--- config.mk ---
export PLATFORM = sky130hd
export DESIGN_NAME = gpic_top
export DESIGN_NICKNAME = d
export VERILOG_FILES = /design/src/rtl/gpic_pkg.sv /design/src/rtl/gpic_pend_bank.sv /design/src/rtl/gpic_arbiter.sv /design/src/rtl/gpic_nest_stack.sv /design/src/rtl/gpic_top.sv
export SDC_FILE = /design/constraint.sdc
export NUM_CORES = 1
export LEC_CHECK = 0
export ABC_AREA = 1
export BUFFER_PORTS_ARGS = -buffer_cell sky130_fd_sc_hd__buf_2
export CAP_MARGIN = 30
export CELL_PAD_IN_SITES_DETAIL_PLACEMENT = 1
export CELL_PAD_IN_SITES_GLOBAL_PLACEMENT = 2
export CORE_ASPECT_RATIO = 0.75
export CORE_MARGIN = 2
export CORE_UTILIZATION = 28
export DETAILED_ROUTE_END_ITERATION = 16
export PLACE_DENSITY_LB_ADDON = 0.1
export SYNTH_ARGS = -nofsm -noshare
export SYNTH_HDL_FRONTEND = slang
export SYNTH_HIERARCHICAL = 1
export SYNTH_SLANG_ARGS = --single-unit
--- constraint.sdc ---
create_clock -name clk -period 7.8 [get_ports clk]
set_clock_uncertainty 0.15 [all_clocks]
set_input_delay 1.17 -clock clk [delete_from_list [all_inputs] [get_ports clk]]
set_output_delay 1.17 -clock clk [all_outputs]
set_load 0.02 [all_outputs]
--- src/rtl/gpic_pkg.sv ---
package gpic_pkg;
    // Default sizing shared by the controller and its checker
    localparam int GPIC_NUM_SRC  = 18;
    localparam int GPIC_GRP_SIZE = 3;
    localparam int GPIC_LVL_W    = 2;

    // Index of the highest set bit of a level map, zero if empty
    function automatic int top_level(input logic [(1<<GPIC_LVL_W)-1:0] map);
        int res;
        res = 0;
        for (int l = 0; l < (1 << GPIC_LVL_W); l++) begin
            if (map[l]) res = l;
        end
        return res;
    endfunction
endpackage

--- src/rtl/gpic_pend_bank.sv ---
// Pending flag bank.
// Captures a rising edge of each request line into a pending flag and clears
// one flag on request by index. Assumes requests are synchronous to clk.
// A new edge in the clear cycle keeps the flag set.
module gpic_pend_bank #(
    parameter int NUM_SRC = 18,
    parameter int IDX_W   = $clog2(NUM_SRC)
) (
    input  logic               clk,
    input  logic               rst_n,
    input  logic [NUM_SRC-1:0] req_i,
    input  logic               clr_en_i,
    input  logic [IDX_W-1:0]   clr_idx_i,
    output logic [NUM_SRC-1:0] pend_o
);
    logic [NUM_SRC-1:0] req_q;
    logic [NUM_SRC-1:0] clr_mask;
    logic [NUM_SRC-1:0] edge_det;

    // Per-source decode of the clear index
    generate
        for (genvar s = 0; s < NUM_SRC; s++) begin : g_clr
            assign clr_mask[s] = clr_en_i && (clr_idx_i == IDX_W'(s));
        end
    endgenerate

    // Rising-edge detect on the request lines
    assign edge_det = req_i & ~req_q;

    // Hold previous request state and update pending flags
    always_ff @(posedge clk) begin
        if (!rst_n) begin
            req_q  <= '0;
            pend_o <= '0;
        end else begin
            req_q  <= req_i;
            pend_o <= (pend_o & ~clr_mask) | edge_det;
        end
    end
endmodule

--- src/rtl/gpic_arbiter.sv ---
// Level arbiter.
// Expands the per-group level to each source and picks, among eligible
// sources, the highest level and within it the lowest index. Purely
// combinational; assumes NUM_SRC is a multiple of GRP_SIZE.
module gpic_arbiter #(
    parameter int NUM_SRC  = 18,
    parameter int GRP_SIZE = 3,
    parameter int LVL_W    = 2,
    parameter int IDX_W    = $clog2(NUM_SRC)
) (
    input  logic [NUM_SRC-1:0]                  elig_i,
    input  logic [NUM_SRC/GRP_SIZE*LVL_W-1:0]   grp_lvl_i,
    output logic                                found_o,
    output logic [IDX_W-1:0]                    vec_o,
    output logic [LVL_W-1:0]                    lvl_o
);
    localparam int NUM_LVL = 1 << LVL_W;

    logic [LVL_W-1:0]   src_lvl [NUM_SRC];
    logic [NUM_SRC-1:0] hit;
    logic [NUM_SRC-1:0] best_mask;

    // Each source inherits its group's level
    generate
        for (genvar s = 0; s < NUM_SRC; s++) begin : g_lvl
            assign src_lvl[s] = grp_lvl_i[(s / GRP_SIZE) * LVL_W +: LVL_W];
        end
    endgenerate

    // Scan levels upward so the highest level with a hit wins
    always_comb begin
        found_o   = 1'b0;
        lvl_o     = '0;
        best_mask = '0;
        hit       = '0;
        for (int l = 0; l < NUM_LVL; l++) begin
            for (int s = 0; s < NUM_SRC; s++) begin
                hit[s] = elig_i[s] && (src_lvl[s] == LVL_W'(l));
            end
            if (|hit) begin
                found_o   = 1'b1;
                lvl_o     = LVL_W'(l);
                best_mask = hit;
            end
        end
    end

    // Lowest index inside the winning level
    always_comb begin
        vec_o = '0;
        for (int s = NUM_SRC - 1; s >= 0; s--) begin
            if (best_mask[s]) vec_o = IDX_W'(s);
        end
    end
endmodule

--- src/rtl/gpic_nest_stack.sv ---
// Nesting record.
// Keeps one bit per level for handlers in progress. Because preemption needs
// a strictly higher level, each level appears at most once, so the most
// recent entry is always the highest set bit. Pop applies before push.
module gpic_nest_stack #(
    parameter int LVL_W = 2
) (
    input  logic                  clk,
    input  logic                  rst_n,
    input  logic                  push_i,
    input  logic [LVL_W-1:0]      push_lvl_i,
    input  logic                  pop_i,
    output logic [(1<<LVL_W)-1:0] map_o,
    output logic                  busy_o,
    output logic [LVL_W-1:0]      top_lvl_o
);
    localparam int NUM_LVL = 1 << LVL_W;

    logic [NUM_LVL-1:0] map_nxt;

    // Highest running level
    always_comb begin
        top_lvl_o = '0;
        for (int l = 0; l < NUM_LVL; l++) begin
            if (map_o[l]) top_lvl_o = LVL_W'(l);
        end
    end

    assign busy_o = |map_o;

    // Next map: drop the top on return, then add the accepted level
    always_comb begin
        map_nxt = map_o;
        if (pop_i && busy_o) map_nxt[top_lvl_o] = 1'b0;
        if (push_i)          map_nxt[push_lvl_i] = 1'b1;
    end

    // Level map register
    always_ff @(posedge clk) begin
        if (!rst_n) map_o <= '0;
        else        map_o <= map_nxt;
    end
endmodule

--- src/rtl/gpic_top.sv ---
// Grouped-priority interrupt controller, top level.
// Combines pending capture, level arbitration, nesting record and the wake
// path. irq_o/vec_o/lvl_o are combinational from registered state and the
// enable/level inputs; the CPU accepts with ack_i and leaves with ret_i.
module gpic_top #(
    parameter int NUM_SRC  = gpic_pkg::GPIC_NUM_SRC,
    parameter int GRP_SIZE = gpic_pkg::GPIC_GRP_SIZE,
    parameter int LVL_W    = gpic_pkg::GPIC_LVL_W,
    parameter int IDX_W    = $clog2(NUM_SRC)
) (
    input  logic                                clk,
    input  logic                                rst_n,
    input  logic [NUM_SRC-1:0]                  req_i,
    input  logic [NUM_SRC-1:0]                  src_en_i,
    input  logic                                glob_en_i,
    input  logic [NUM_SRC/GRP_SIZE*LVL_W-1:0]   grp_lvl_i,
    input  logic [NUM_SRC-1:0]                  wake_mask_i,
    input  logic                                idle_i,
    input  logic                                deep_i,
    input  logic                                ack_i,
    input  logic                                ret_i,
    output logic                                irq_o,
    output logic [IDX_W-1:0]                    vec_o,
    output logic [LVL_W-1:0]                    lvl_o,
    output logic [NUM_SRC-1:0]                  pend_o,
    output logic [(1<<LVL_W)-1:0]               act_map_o,
    output logic                                wake_o
);
    logic [NUM_SRC-1:0] elig;
    logic [NUM_SRC-1:0] wake_src;
    logic               cand_found;
    logic [IDX_W-1:0]   cand_vec;
    logic [LVL_W-1:0]   cand_lvl;
    logic               busy;
    logic [LVL_W-1:0]   top_lvl;
    logic               take;

    // Pending capture and clear on accepted acknowledge
    gpic_pend_bank #(
        .NUM_SRC (NUM_SRC),
        .IDX_W   (IDX_W)
    ) u_pend (
        .clk       (clk),
        .rst_n     (rst_n),
        .req_i     (req_i),
        .clr_en_i  (take),
        .clr_idx_i (cand_vec),
        .pend_o    (pend_o)
    );

    // Sources that may be presented
    assign elig = pend_o & src_en_i & {NUM_SRC{glob_en_i}};

    // Highest level, lowest index among eligible sources
    gpic_arbiter #(
        .NUM_SRC  (NUM_SRC),
        .GRP_SIZE (GRP_SIZE),
        .LVL_W    (LVL_W),
        .IDX_W    (IDX_W)
    ) u_arb (
        .elig_i    (elig),
        .grp_lvl_i (grp_lvl_i),
        .found_o   (cand_found),
        .vec_o     (cand_vec),
        .lvl_o     (cand_lvl)
    );

    // Present only when idle of handlers or strictly above the running level
    assign irq_o = cand_found && (!busy || (cand_lvl > top_lvl));
    assign vec_o = cand_vec;
    assign lvl_o = cand_lvl;
    assign take  = irq_o && ack_i;

    // Record of running handler levels
    gpic_nest_stack #(
        .LVL_W (LVL_W)
    ) u_nest (
        .clk        (clk),
        .rst_n      (rst_n),
        .push_i     (take),
        .push_lvl_i (cand_lvl),
        .pop_i      (ret_i),
        .map_o      (act_map_o),
        .busy_o     (busy),
        .top_lvl_o  (top_lvl)
    );

    // Wake sources: all enabled in idle, masked subset in deep sleep
    assign wake_src = pend_o & src_en_i & (deep_i ? wake_mask_i : {NUM_SRC{1'b1}});
    assign wake_o   = (idle_i || deep_i) && (|wake_src);
endmodule

# [Word level (Yosys, flattened, before mapping)]
# Index checks and enable logic that the tools add are counted.
[classes] magnitude_cmp=5 eq_ne=35 n_mux=39 n_bitwise=11 n_reduce_logical=112
[ops] cell="logical AND 1 bit" count=96
[ops] cell="AND 18 bit" count=5
[ops] cell="2-to-1 mux 18 bit" count=5
[ops] cell="2-to-1 mux 5 bit" count=18
[ops] cell="OR reduction 18 bit" count=5
[ops] cell="== test 5 x 4 -> 1 bit, second input constant" count=8
[ops] cell="inverter 18 bit" count=2
[ops] cell="== test 2 bit, second input constant" count=12
[ops] cell="== test 5 x 3 -> 1 bit, second input constant" count=4
[ops] cell="bitwise OR 18 bit" count=1
[ops] cell="== test 2 x 1 -> 1 bit, second input constant" count=6
[ops] cell="zero test 2 bit" count=6
[ops] cell="== test 5 x 2 -> 1 bit, second input constant" count=2
[ops] cell="== test 5 bit, second input constant" count=2
[ops] cell="2-to-1 mux 1 bit" count=8
[ops] cell="2-to-1 mux 2 bit" count=4
[ops] cell="2-to-1 mux 4 bit" count=2
[ops] cell="less-than comparator 2 x 3 -> 1 bit, second input constant" count=2
[ops] cell="== test 5 x 1 -> 1 bit, second input constant" count=1
[ops] cell="zero test 5 bit" count=1
[ops] cell="AND 4 bit" count=1
[ops] cell="demux 1 bit (select 2 bit)" count=2
[ops] cell=">= comparator 2 x 1 -> 1 bit, second input constant" count=2
[ops] cell="inverter 4 bit" count=1
[ops] cell="5 further kinds" count=6
[word_totals] register_bits=40 input_bits=73 output_inout_bits=31 wordCells=205

# [Logic depth before layout (Yosys ltp)]
# Gate-level depths: netlist of run 1.
[depth] ltp_word=31 ltp_mapped=34 ltp_nobuf=32

# [Hierarchy]
# Netlist of run 1, hierarchy kept.
[by_module_without_submodules] mod="gpic_pend_bank" n_inst=1 cells_per_inst=203 area_each_um2=1453.9 seq_area_each_um2=720.7
[by_module_without_submodules] mod="gpic_arbiter" n_inst=1 cells_per_inst=303 area_each_um2=1435.1 seq_area_each_um2=0.0
[by_module_without_submodules] mod="gpic_top" n_inst=1 cells_per_inst=123 area_each_um2=511.7 seq_area_each_um2=0.0
[by_module_without_submodules] mod="gpic_nest_stack" n_inst=1 cells_per_inst=30 area_each_um2=197.7 seq_area_each_um2=80.1

# [Worst setup path before layout of run 1]
# Ideal clock, no wire load.
[synth_path] path_kind="input -> output" startpoint="in glob_en_i" endpoint="out irq_o" t_arrival_ns=3.843 required_ns=6.480 path_slack_ns=2.637 path_stages=18 n_path_buf=3 cell_sequence="clkinv_1 > clkbuf_1 > nor2_1 > nand3_1 > nand2_1 > nor2_1 > nand2_1 > nor2_2 > nand2_2 > buf_6 > buf_4 > inv_1 > nand2_1 > inv_1 > ha_1 > nand2_1 > o21ai_0 > a21boi_0"
[synth_via] elab_chain_cells=9 word_cells_on_any_way=87 classes_between="1 x order compare; 7 x mux; 1 x bitwise; 78 x reduce/logical"
[synth_lines] element="start: declaration" line_no="gpic_top.sv:15" source="input logic glob_en_i,"
[synth_lines] element="AND 18 bit *" line_no="gpic_top.sv:52" source="assign elig = pend_o & src_en_i & {NUM_SRC{glob_en_i}};"
[synth_lines] element="via elig[15]" line_no="gpic_top.sv:29" source="logic [NUM_SRC-1:0] elig;"
[synth_lines] element="logical AND 1 bit" line_no="gpic_arbiter.sv:38" source="hit[s] = elig_i[s] && (src_lvl[s] == LVL_W'(l));"
[synth_lines] element="OR reduction 18 bit" line_no="gpic_arbiter.sv:40" source="if (|hit) begin"
[synth_lines] element="2-to-1 mux 1 bit" line_no="gpic_arbiter.sv:40"
[synth_lines] element="2-to-1 mux 2 bit" line_no="gpic_arbiter.sv:40"
[synth_lines] element="2-to-1 mux 2 bit *" line_no="gpic_arbiter.sv:40"
[synth_lines] element="via lvl_o[0]" line_no="gpic_top.sv:24" source="output logic [LVL_W-1:0] lvl_o,"
[synth_lines] element="greater-than comparator 2 bit *" line_no="gpic_top.sv:69" source="assign irq_o = cand_found && (!busy || (cand_lvl > top_lvl));"
[synth_lines] element="logical OR 1 bit *" line_no="gpic_top.sv:69"
[synth_lines] element="logical AND 1 bit *" line_no="gpic_top.sv:69"
[synth_lines] element="end: declaration" line_no="gpic_top.sv:22" source="output logic irq_o,"
# The timed path passes the listed nets; every way through them passes the cells marked *.

# [Worst setup path after layout of run 1]
[layout_path] startpoint="in glob_en_i" endpoint="out vec_o[2]"
[layout_via] elab_chain_cells=24 word_cells_on_any_way=98 classes_between="21 x mux; 1 x bitwise; 76 x reduce/logical"
[layout_lines] element="AND 18 bit *" line_no="gpic_top.sv:52"
[layout_lines] element="via elig[15]" line_no="gpic_top.sv:29"
[layout_lines] element="logical AND 1 bit" line_no="gpic_arbiter.sv:38"
[layout_lines] element="OR reduction 18 bit" line_no="gpic_arbiter.sv:40"
[layout_lines] element="2-to-1 mux 18 bit (3 in a row)" line_no="gpic_arbiter.sv:40"
[layout_lines] element="2-to-1 mux 18 bit *" line_no="gpic_arbiter.sv:40"
[layout_lines] element="2-to-1 mux 5 bit (16 in a row)" line_no="gpic_arbiter.sv:52" source="if (best_mask[s]) vec_o = IDX_W'(s);"
[layout_lines] element="2-to-1 mux 5 bit *" line_no="gpic_arbiter.sv:52"
[layout_lines] element="end: declaration" line_no="gpic_top.sv:23" source="output logic [IDX_W-1:0] vec_o,"
# Marks and branches as above.

==> results.json, run 1 <==
{
  "run_status": "complete, no violations",
  "fin_hold_ws_ns": 0.3239,
  "synth_cell_types": 37,
  "setup.worst_path.end_class": "primary output",
  "dp.final_hpwl_um": 11500,
  "final_net_count": 830,
  "post_cts_resize_count": 0,
  "total_global_routing_overflow": 0,
  "cts-root-to-sink-buffers": 2,
  "finalSetupViolations": 0,
  "critPathArrivalTime_ns": 4.68,
  "grt_antenna_before_repair": 0,
  "total_count_of_max_transition_violations_in_the_final_report": 0,
  "dp.cells": 914,
  "route.detailed.vias_per_inst": 4.605,
  "worstHoldStart": "u_pend/req_q[13]",
  "period_minus_slack_ns": 5.996,
  "drt-pass1-iter-count": 4,
  "grt_pass1_wl_um": 22130,
  "dieHeight_um": 102.2,
  "areaGrowthSynthToFinish_pct": 21.28,
  "synthesis.area_per_instance_um2": 5.460,
  "cts_sinks": 40,
  "syn_nets": 734,
  "grt_start_max_net_pins": 38,
  "cap_viol_max_count": 0,
  "wirelength_um": 13620,
  "leakagePower_nw": 2.675,
  "fillerInstances": 1757,
  "post_cts_repair_setup_buffers": 0,
  "worstReg2RegEnd": "u_pend/pend_o[12]",
  "via_count": 4246,
  "path_common_cell": "nor2_1",
  "worst_slew_pin_slew_ns": 0.6820,
  "post_synth_instance_area_um2": 3598,
  "die-area_um2": 13780,
  "routability_driven_placement_congestion_ratio": 0.8606,
  "cts_tree": "built",
  "timing.max_slew.rel_slack_pct": 54.53,
  "clk_transition_reported_paths_ns": 0.06,
  "htree_levels": 2,
  "postSynthRegisterBits": 40,
  "ff_latch_area_um2": 800.8,
  "clk_latency_ns": 0.29,
  "crit_path_start_kind": "input port",
  "cpPeakStageDelay_ns": 0.53,
  "timing.rr.start": "u_pend/pend_o[15]",
  "cts_hold_buffers": 0,
  "worst-r2r-cell-count": 21,
  "fraction_of_final_layout_cells_sized_beyond_drive_strength_1_pct": 19.31,
  "fp-row-count": 35,
  "wl_per_cell_um": 14.77,
  "holdPathEnd": "u_pend/pend_o[13]",
  "cts_buffers": 5,
  "core_area_um2": 12390,
  "layoutNonFillerInstCount": 922,
  "yosysWarningCount": 6,
  "netlist_instances": 659,
  "number_of_cells_traversed_by_the_worst_hold_path": 2,
  "timing.critical_path.required_ns": 6.48,
  "fmax_mhz": 166.8,
  "min_path_type": "reg -> reg",
  "min_period_over_period_pct": 76.87,
  "critical_path_fanout_max": 20,
  "rsz0062_at_grt": "false",
  "timing.critical_path.slowest_stage_cell": "nor2_1",
  "initial_utilization_pct": 29.04,
  "gr-usage-all-layers_pct": 20.47,
  "clockRootBuffer": "clkbuf_16",
  "drt_iter0_drc": 212,
  "finalHoldViolCount": 0,
  "first_global_vias": 4311,
  "timing.reg2reg.setup_slack_ns": 3.75,
  "power.ir.vdd_worst_mv": 0.1010,
  "synth_sequential_area_ratio_pct": 22.25,
  "io_buffers": 103,
  "io_pins": 104,
  "antenna_left": 0,
  "power_density_nw_per_um2": 194.2,
  "crit_type": "in -> out",
  "final_sum_of_negative_setup_slack_ns": 0,
  "drt_drc_violations_left": 0,
  "power_mw": 0.8476,
  "die_w_um": 134.9,
  "cell_chain_of_the_critical_path": "buf_2 > clkinv_1 > nor2_1 > nand3_1 > nand2_1 > nor2_1 > nand2_1 > nor2_2 > nand2_2 > nor2_2 > inv_1 > nor2_1 > a221oi_2 > inv_1 > nor2_1 > nand3_1 > a31oi_1 > buf_2",
  "total_area_of_multi_input_combinational_cells_um2": 2207,
  "n_antenna_cell": 0
}
-- state kept, by name, indices dropped and copies added, names as in the netlist --
register and flops:
u_nest/map_o 4, u_pend/req_q 18, u_pend/pend_o 18
-- stage by stage --
stage | util (%) | setup slack (ns) | cell area [um2]
after floorplan | - | 2.637 | 3598
after global placement | 33.86 | 1.978 | 4197
after detailed placement | 33.86 | 1.828 | 4197
after CTS | 35.21 | 1.817 | 4364
final | 35.21 | 1.804 | 4364
after global routing | 35.21 | 1.354 | 4364
-- layout make-up --
class | instances | share of cell area, %
Multi-Input combinational cell | 481 | 50.57
Sequential cell | 40 | 18.35
Timing Repair Buffer | 103 | 11.81
Inverter | 124 | 10.67
Tap cell | 166 | 4.759
Clock buffer | 5 | 2.867
Clock inverter | 3 | 0.9748
-- cell usage in the layout (no fill, tap or decap), drive strengths merged --
cell | synthesis | layout
or4 | 1 | 1
o21bai | 4 | 4
o21a | 1 | 1
clkinv | 3 | 4
nor3 | 6 | 6
inv | 121 | 121
nand2b | 1 | 1
and2 | 2 | 2
o21ai | 27 | 27
buf | 13 | 103
o211ai | 3 | 3
nand3b | 1 | 1
a31oi | 3 | 3
clkinvlp | 0 | 1
nand4 | 7 | 7
bufinv | 0 | 1
or2 | 18 | 18
nand2 | 228 | 228
a21oi | 24 | 24
nor2 | 80 | 80
nand3 | 67 | 67
ha | 2 | 2
a21boi | 3 | 3
a22oi | 2 | 2
a221oi | 1 | 1
dfxtp | 40 | 40
clkbuf | 1 | 5
-- how the worst max path moves through the flow --
stage | from | endpoint | cells after the start
final | glob_en_i | vec_o[2] | 18
after CTS | glob_en_i | vec_o[2] | 18
after detailed placement | glob_en_i | vec_o[2] | 18
after floorplan | glob_en_i | irq_o | 18
after global routing | glob_en_i | vec_o[2] | 18
after global placement | glob_en_i | vec_o[2] | 18
-- kinds of logic after synthesis --
group	count (synthesis)	share of synthesized area, %
buffers and inverters	138	16.41
and+or+nand+nor	411	49.69
DFF	40	22.25
adders and majority gates	2	0.6953
AOI/OAI and AO/OA	68	10.95
-- worst max-delay path: cells and delay by family --
family                 cells  cell delay [ns]
AO/OA/AOI/OAI              2             0.65
AND/OR/NAND/NOR           11             1.78
buffers and inverters      5             1.04
-- where the power goes --
part / internal [mW] / switching [mW]
clock: 0.150 / 0.0838
sequential: 0.223 / 0.0127
combinational: 0.111 / 0.267
total: 0.484 / 0.363
-- cell usage after synthesis --
master,count,area [um2]
o21bai_1,4,30.03
a221oi_2,1,15.01
nor3_1,5,25.02
a21oi_2,2,17.52
dfxtp_1,40,800.8
nor2_2,6,37.54
nor2_1,72,270.3
nand3_1,64,320.3
or2_2,6,37.54
nor2_4,2,22.52
nand2_4,2,22.52
o211ai_1,3,22.52
inv_2,10,37.54
nand2_1,224,840.8
nand2_2,2,12.51
buf_6,7,78.83
o21ai_1,8,40.04
nand4_1,7,43.79
ha_1,2,25.02
nand3_2,3,30.03
a22oi_1,2,15.01
clkinv_1,3,11.26
a21boi_0,3,22.52
o21a_1,1,7.510
buf_4,5,37.54
a21oi_1,22,110.1
or4_1,1,7.510
buf_2,1,5.000
clkbuf_1,1,3.750
and2_1,2,12.51
nand3b_1,1,7.510
a31oi_1,3,18.77
or2_0,12,75.07
nand2b_1,1,6.260
nor3_4,1,16.27
o21ai_0,19,95.09
inv_1,111,416.7
-- layer usage --
metal	share of wire (%)	routed length (um)	up-vias	global-route usage, %
li1	-	-	2214	-
met1	54	7343	1931	31.20
met2	41	5527	97	31.35
met3	5.3	716	4	3.423
met4	0.25	34	0	1.457
met5	0	0	-	0
(Power assumes the default switching activity.)
==> run 2: changes to the inputs <==
- CORE_UTILIZATION: 28 -> 23
- clock period: 7.8 -> 5.5 ns (I/O delays scaled with it)
==> run 2 against run 1 <==
Effect of this change: flip-flop and latch count is the same; global-route usage shrank 2.7 points; die area grew 21%; final cell count grew 4.8%; combinational power grew 47%; non-clock buffer count grew 4; setup slack lost 1.3 ns; critical path type unchanged; critical endpoint unchanged.
==> results.json, run 2 (synthesis gave the netlist of run 1 again) <==
{
  "run_status": "complete, no violations",
  "io_buffers": 103,
  "switching_power_summed_over_all_nets_mw": 0.5267,
  "total_count_of_max_transition_violations_in_the_final_report": 0,
  "layoutNonFillerInstCount": 966,
  "drt_iter0_drc": 236,
  "htree_levels": 2,
  "cell_chain_of_the_critical_path": "buf_2 > clkinv_1 > buf_4 > nor2_1 > nand3_1 > nand2_1 > inv_1 > nand2_1 > nor2_1 > nand2_2 > nor2_2 > inv_1 > nor2_1 > a221oi_2 > inv_1 > nor2_1 > nand3_1 > a31oi_1 > buf_2",
  "setup.worst_path.end_class": "primary output",
  "fin_hold_ws_ns": 0.3228,
  "cpLargestDelayFamily": "simple AND/OR/NAND/NOR gates",
  "worst-r2r-cell-count": 22,
  "rsz0062_at_grt": "false",
  "cts_hold_buffers": 0,
  "clk_latency_ns": 0.29,
  "crit_buf_inv": 7,
  "fraction_of_final_layout_cells_sized_beyond_drive_strength_1_pct": 19.47,
  "final_sum_of_negative_setup_slack_ns": 0,
  "areaGrowthSynthToFinish_pct": 22.95,
  "initial_utilization_pct": 23.56,
  "dp.final_hpwl_um": 12400,
  "endpoint": "vec_o[2]",
  "worst_slew_pin_slew_ns": 0.6674,
  "first_global_vias": 4276,
  "wirelength_um": 14550,
  "dieHeight_um": 112.3,
  "wl_per_cell_um": 15.06,
  "die-area_um2": 16670,
  "crit_type": "in -> out",
  "worstSetupStartpoint": "glob_en_i",
  "cts_tree": "built",
  "timing.critical_path.slowest_stage_cell": "a31oi_1",
  "timing.rr.start": "u_pend/pend_o[6]",
  "power.ir.vdd_worst_mv": 0.1107,
  "most-common-layout-cells": "nand2_1, inv_1, buf_2, nor2_1, nand3_1",
  "worstReg2RegEnd": "u_pend/pend_o[12]",
  "layout_commonest_cell": "nand2_1",
  "fp-row-count": 39,
  "finalSetupViolations": 0,
  "clk_transition_reported_paths_ns": 0.06,
  "final_area_um2": 4424,
  "clock_power_share_pct": 25.1,
  "pwr-share-comb_pct": 46.8,
  "route.detailed.vias_per_inst": 4.378,
  "critical_path_fanout_max": 20,
  "routability_driven_placement_congestion_ratio": 0.8759,
  "timing.reg2reg.setup_slack_ns": 1.35,
  "post_cts_repair_setup_buffers": 0,
  "cell_internal_pwr_mw": 0.6632,
  "grt_antenna_before_repair": 2,
  "path_common_cell": "nor2_1",
  "min_period_over_period_pct": 90.64,
  "dp.cells": 957,
  "grt_start_max_net_pins": 38,
  "cts_sinks": 40,
  "postPlaceCellArea_um2": 4275,
  "timing.critical_path.required_ns": 4.53,
  "drt-pass1-iter-count": 4,
  "critPathArrivalTime_ns": 4.01,
  "largestRegisters": "u_pend/pend_o (18), u_pend/req_q (18), u_nest/map_o (4)",
  "post_cts_resize_count": 0,
  "total_global_routing_overflow": 0,
  "cpPeakStageDelay_ns": 0.38,
  "seq_power_share_pct": 28.1,
  "min_path_type": "reg -> reg",
  "gr-usage-all-layers_pct": 17.73,
  "drt_drc_violations_left": 0,
  "via_count": 4229,
  "leakagePower_nw": 2.686,
  "core_area_um2": 15270,
  "power_density_nw_per_um2": 269.0,
  "number_of_logic_stages_on_the_critical_path_including_buffering": 19,
  "clockRootBuffer": "clkbuf_16",
  "timing.max_slew.rel_slack_pct": 55.51,
  "final_net_count": 834,
  "die_w_um": 148.4,
  "power.share.switching_pct": 44.26,
  "period_minus_slack_ns": 4.985,
  "finalHoldViolCount": 0,
  "cts_buffers": 5,
  "fmax_mhz": 200.6,
  "cts-root-to-sink-buffers": 2,
  "antenna_left": 0,
  "grt_pass1_wl_um": 23110,
  "crit_path_start_kind": "input port",
  "cap_viol_max_count": 0,
  "io_pins": 104
}
==> run 2: final cells by class <==
class | instances | area, um2
fillers | 2079 | 10850
multi-input cells | 481 | 2207
flip-flops and latches | 40 | 800.8
repair buffers | 107 | 545.5
inverters | 124 | 465.4
well taps | 205 | 256.5
clock buffers | 8 | 146.4
diodes | 1 | 2.502
==> run 2: layer usage <==
layer | part of all wire [%] | vias up | global-route usage, %
met5 | 0.048 | - | 0
met4 | 0.37 | 2 | 1.714
met3 | 4.8 | 7 | 3.537
met2 | 40 | 90 | 26.14
met1 | 55 | 1908 | 27.36
li1 | - | 2222 | -
==> run 2: per-stage QoR <==
step | power [mW] | util, % | setup slack (ns)
after detailed placement | 0.8971 | 27.99 | 0.5146
after CTS | 1.203 | 28.95 | 0.5011
after global placement | 0.8898 | 27.99 | 0.4711
final | 1.190 | 28.97 | 0.5146
after global routing | 1.286 | 28.97 | 0.1594
after floorplan | 0.7072 | - | 0.8968
==> run 2: power groups by stage <==
stage                     sequential (mW)  combinational (mW)  clock (mW)
after floorplan                     0.359               0.348           0
after global placement              0.341               0.549           0
after detailed placement            0.341               0.556           0
after CTS                           0.335               0.560       0.309
after global routing                0.338               0.623       0.325
final                               0.335               0.556       0.299
==> run 2: how the worst min path moves through the flow <==
| stage | start | end | slack (ns) | cells past startpoint |
|---|---|---|---|---|
| 6_report | u_pend/req_q[17] | u_pend/pend_o[17] | 0.32 | 2 |
| 5_1_grt | u_pend/req_q[13] | u_pend/pend_o[13] | 0.35 | 2 |
| 4_1_cts | u_pend/req_q[12] | u_pend/pend_o[12] | 0.33 | 2 |
| 3_5_place_dp | u_pend/req_q[13] | u_pend/pend_o[13] | 0.32 | 2 |
| 3_3_place_gp | u_pend/req_q[12] | u_pend/pend_o[12] | 0.31 | 2 |
| 2_1_floorplan | u_pend/req_q[10] | u_pend/pend_o[10] | 0.30 | 2 |
==> run 2: tightest hold or removal path, stage by stage (launching register included) <==
cell and delay (ns):
dfxtp_1 0.30, or2_2 0.09, nand2_1 0.04
==> run 3: changes to the inputs <==
- CORE_MARGIN: 2 -> 10
- REMOVE_ABC_BUFFERS: default -> 1
==> run 3 against run 2 <==
Effect of this change: wire length up 3.9%; global-route usage is 3.4 points lower; setup slack improved by 0.053 ns; sequential share of layout area fell by 0.11 points; hold slack hardly changed; fmax rose by 1.1%; total power increased by 3.1%; register-to-register slack gained 0.04 ns.
==> results.json, run 3 (synthesis gave the netlist of run 1 again) <==
{
  "clk_latency_ns": 0.29,
  "setup.worst_path.end_class": "primary output",
  "timing.rr.start": "u_pend/pend_o[6]",
  "htree_levels": 2,
  "worstSetupStartpoint": "glob_en_i",
  "clk_transition_reported_paths_ns": 0.07,
  "critical_path_fanout_max": 15,
  "fp-row-count": 39,
  "cap_viol_max_count": 0,
  "run_status": "complete, no violations",
  "cts_tree": "built",
  "final_sum_of_negative_setup_slack_ns": 0,
  "largestRegisters": "u_pend/pend_o (18), u_pend/req_q (18), u_nest/map_o (4)",
  "timing.max_slew.rel_slack_pct": 51.82,
  "cts_sinks": 40,
  "worstHoldStart": "u_pend/req_q[14]",
  "fmax_mhz": 202.7,
  "first_global_vias": 4414,
  "finalHoldViolCount": 0,
  "worst_slew_pin_slew_ns": 0.7228,
  "number_of_cells_traversed_by_the_worst_hold_path": 2,
  "gr-usage-all-layers_pct": 14.30,
  "die-area_um2": 21100,
  "min_period_over_period_pct": 89.68,
  "power_density_nw_per_um2": 275.8,
  "die_w_um": 164.4,
  "areaGrowthSynthToFinish_pct": 23.68,
  "via_count": 4255,
  "io_pins": 104,
  "fraction_of_final_layout_cells_sized_beyond_drive_strength_1_pct": 19.87,
  "drt_iter0_drc": 276,
  "post_cts_repair_setup_buffers": 0,
  "period_minus_slack_ns": 4.933,
  "crit_type": "in -> out",
  "total_global_routing_overflow": 0,
  "cts-root-to-sink-buffers": 2,
  "power.ir.vdd_worst_mv": 0.1193,
  "dp.final_hpwl_um": 12960,
  "clockRootBuffer": "clkbuf_16",
  "timing.critical_path.required_ns": 4.53,
  "worst-r2r-cell-count": 22,
  "wirelength_um": 15110,
  "crit_path_start_kind": "input port",
  "rsz0062_at_grt": "false",
  "fin_hold_ws_ns": 0.3228,
  "finalSetupViolations": 0,
  "route.detailed.vias_per_inst": 4.409,
  "post_cts_resize_count": 0,
  "total_count_of_max_transition_violations_in_the_final_report": 0,
  "routability_driven_placement_congestion_ratio": 0.8666,
  "drt-pass1-iter-count": 5,
  "antenna_left": 0,
  "most-common-layout-cells": "nand2_1, inv_1, buf_2, nor2_1, nand3_1",
  "cts_hold_buffers": 0,
  "n_antenna_cell": 0,
  "critPathArrivalTime_ns": 3.96,
  "grt_pass1_wl_um": 23910,
  "dieHeight_um": 128.3,
  "grt_start_max_net_pins": 38,
  "wl_per_cell_um": 15.66,
  "io_buffers": 103,
  "layout_commonest_cell": "nand2_1",
  "leakagePower_nw": 2.694,
  "grt_antenna_before_repair": 1,
  "drt_drc_violations_left": 0,
  "core_area_um2": 15270,
  "cts_buffers": 5,
  "initial_utilization_pct": 23.56,
  "min_path_type": "reg -> reg",
  "final_net_count": 834
}
==> run 3: report_power, final <==
part / switching (mW) / leakage [nW] / total [mW] / internal [mW]
Combinational: 0.385 / 2.28 / 0.549 / 0.165
Sequential: 0.0177 / 0.333 / 0.333 / 0.316
Clock: 0.129 / 0.0804 / 0.345 / 0.216
==> run 3: worst max-delay path: stages <==
cell        delay, ns
buf_2            0.10
clkinvlp_4       0.27
nor2_1           0.44
nand3_1          0.19
nand2_1          0.10
nor2_1           0.05
nand2_1          0.07
nor2_2           0.05
nand2_2          0.17
buf_4            0.24
a21oi_1          0.06
a21oi_1          0.18
and2_1           0.17
nand3_1          0.11
nor3_1           0.31
nand2_1          0.09
nor2_1           0.28
buf_2            0.25
==> run 3: per-layer routing <==
metal	part of all wire (%)	vias to the layer above	GRT usage, %
met5	0.073	-	0
met4	0.26	2	1.455
met3	6.0	8	3.402
met2	42	82	21.76
met1	52	1934	20.59
li1	-	2229	-
==> run 3: stage by stage <==
| stage | area [um2] | utilization (%) | power, mW | cells | setup WS (ns) |
|---|---|---|---|---|---|
| floorplan | 3473 | - | 0.6832 | 645 | 0.9982 |
| global placement | 4275 | 27.99 | 0.8924 | 957 | 0.3143 |
| detailed placement | 4275 | 27.99 | 0.8981 | 957 | 0.3346 |
| CTS | 4447 | 29.11 | 1.255 | 965 | 0.3293 |
| global route | 4451 | 29.14 | 1.332 | 965 | 0.1793 |
| finish | 4451 | 29.14 | 1.227 | 965 | 0.5675 |
==> run 3: area by class of cell <==
class | instances | area [um2]
tap | 205 | 256.5
fill | 2075 | 10820
sequential | 40 | 800.8
inverter | 124 | 469.2
multi-input combinational | 481 | 2207
clock inverter | 3 | 46.29
timing repair buffer | 107 | 545.5
clock buffer | 5 | 125.1
==> run 3: path summary, 6_finish.rpt <==
path | endpoint | slack, ns
setup reg to reg | u_pend/pend_o[7] | 1.39
hold reg to reg | u_pend/pend_o[14] | 0.32
hold / removal | u_pend/pend_o[14] | 0.32
setup / recovery | vec_o[4] | 0.57
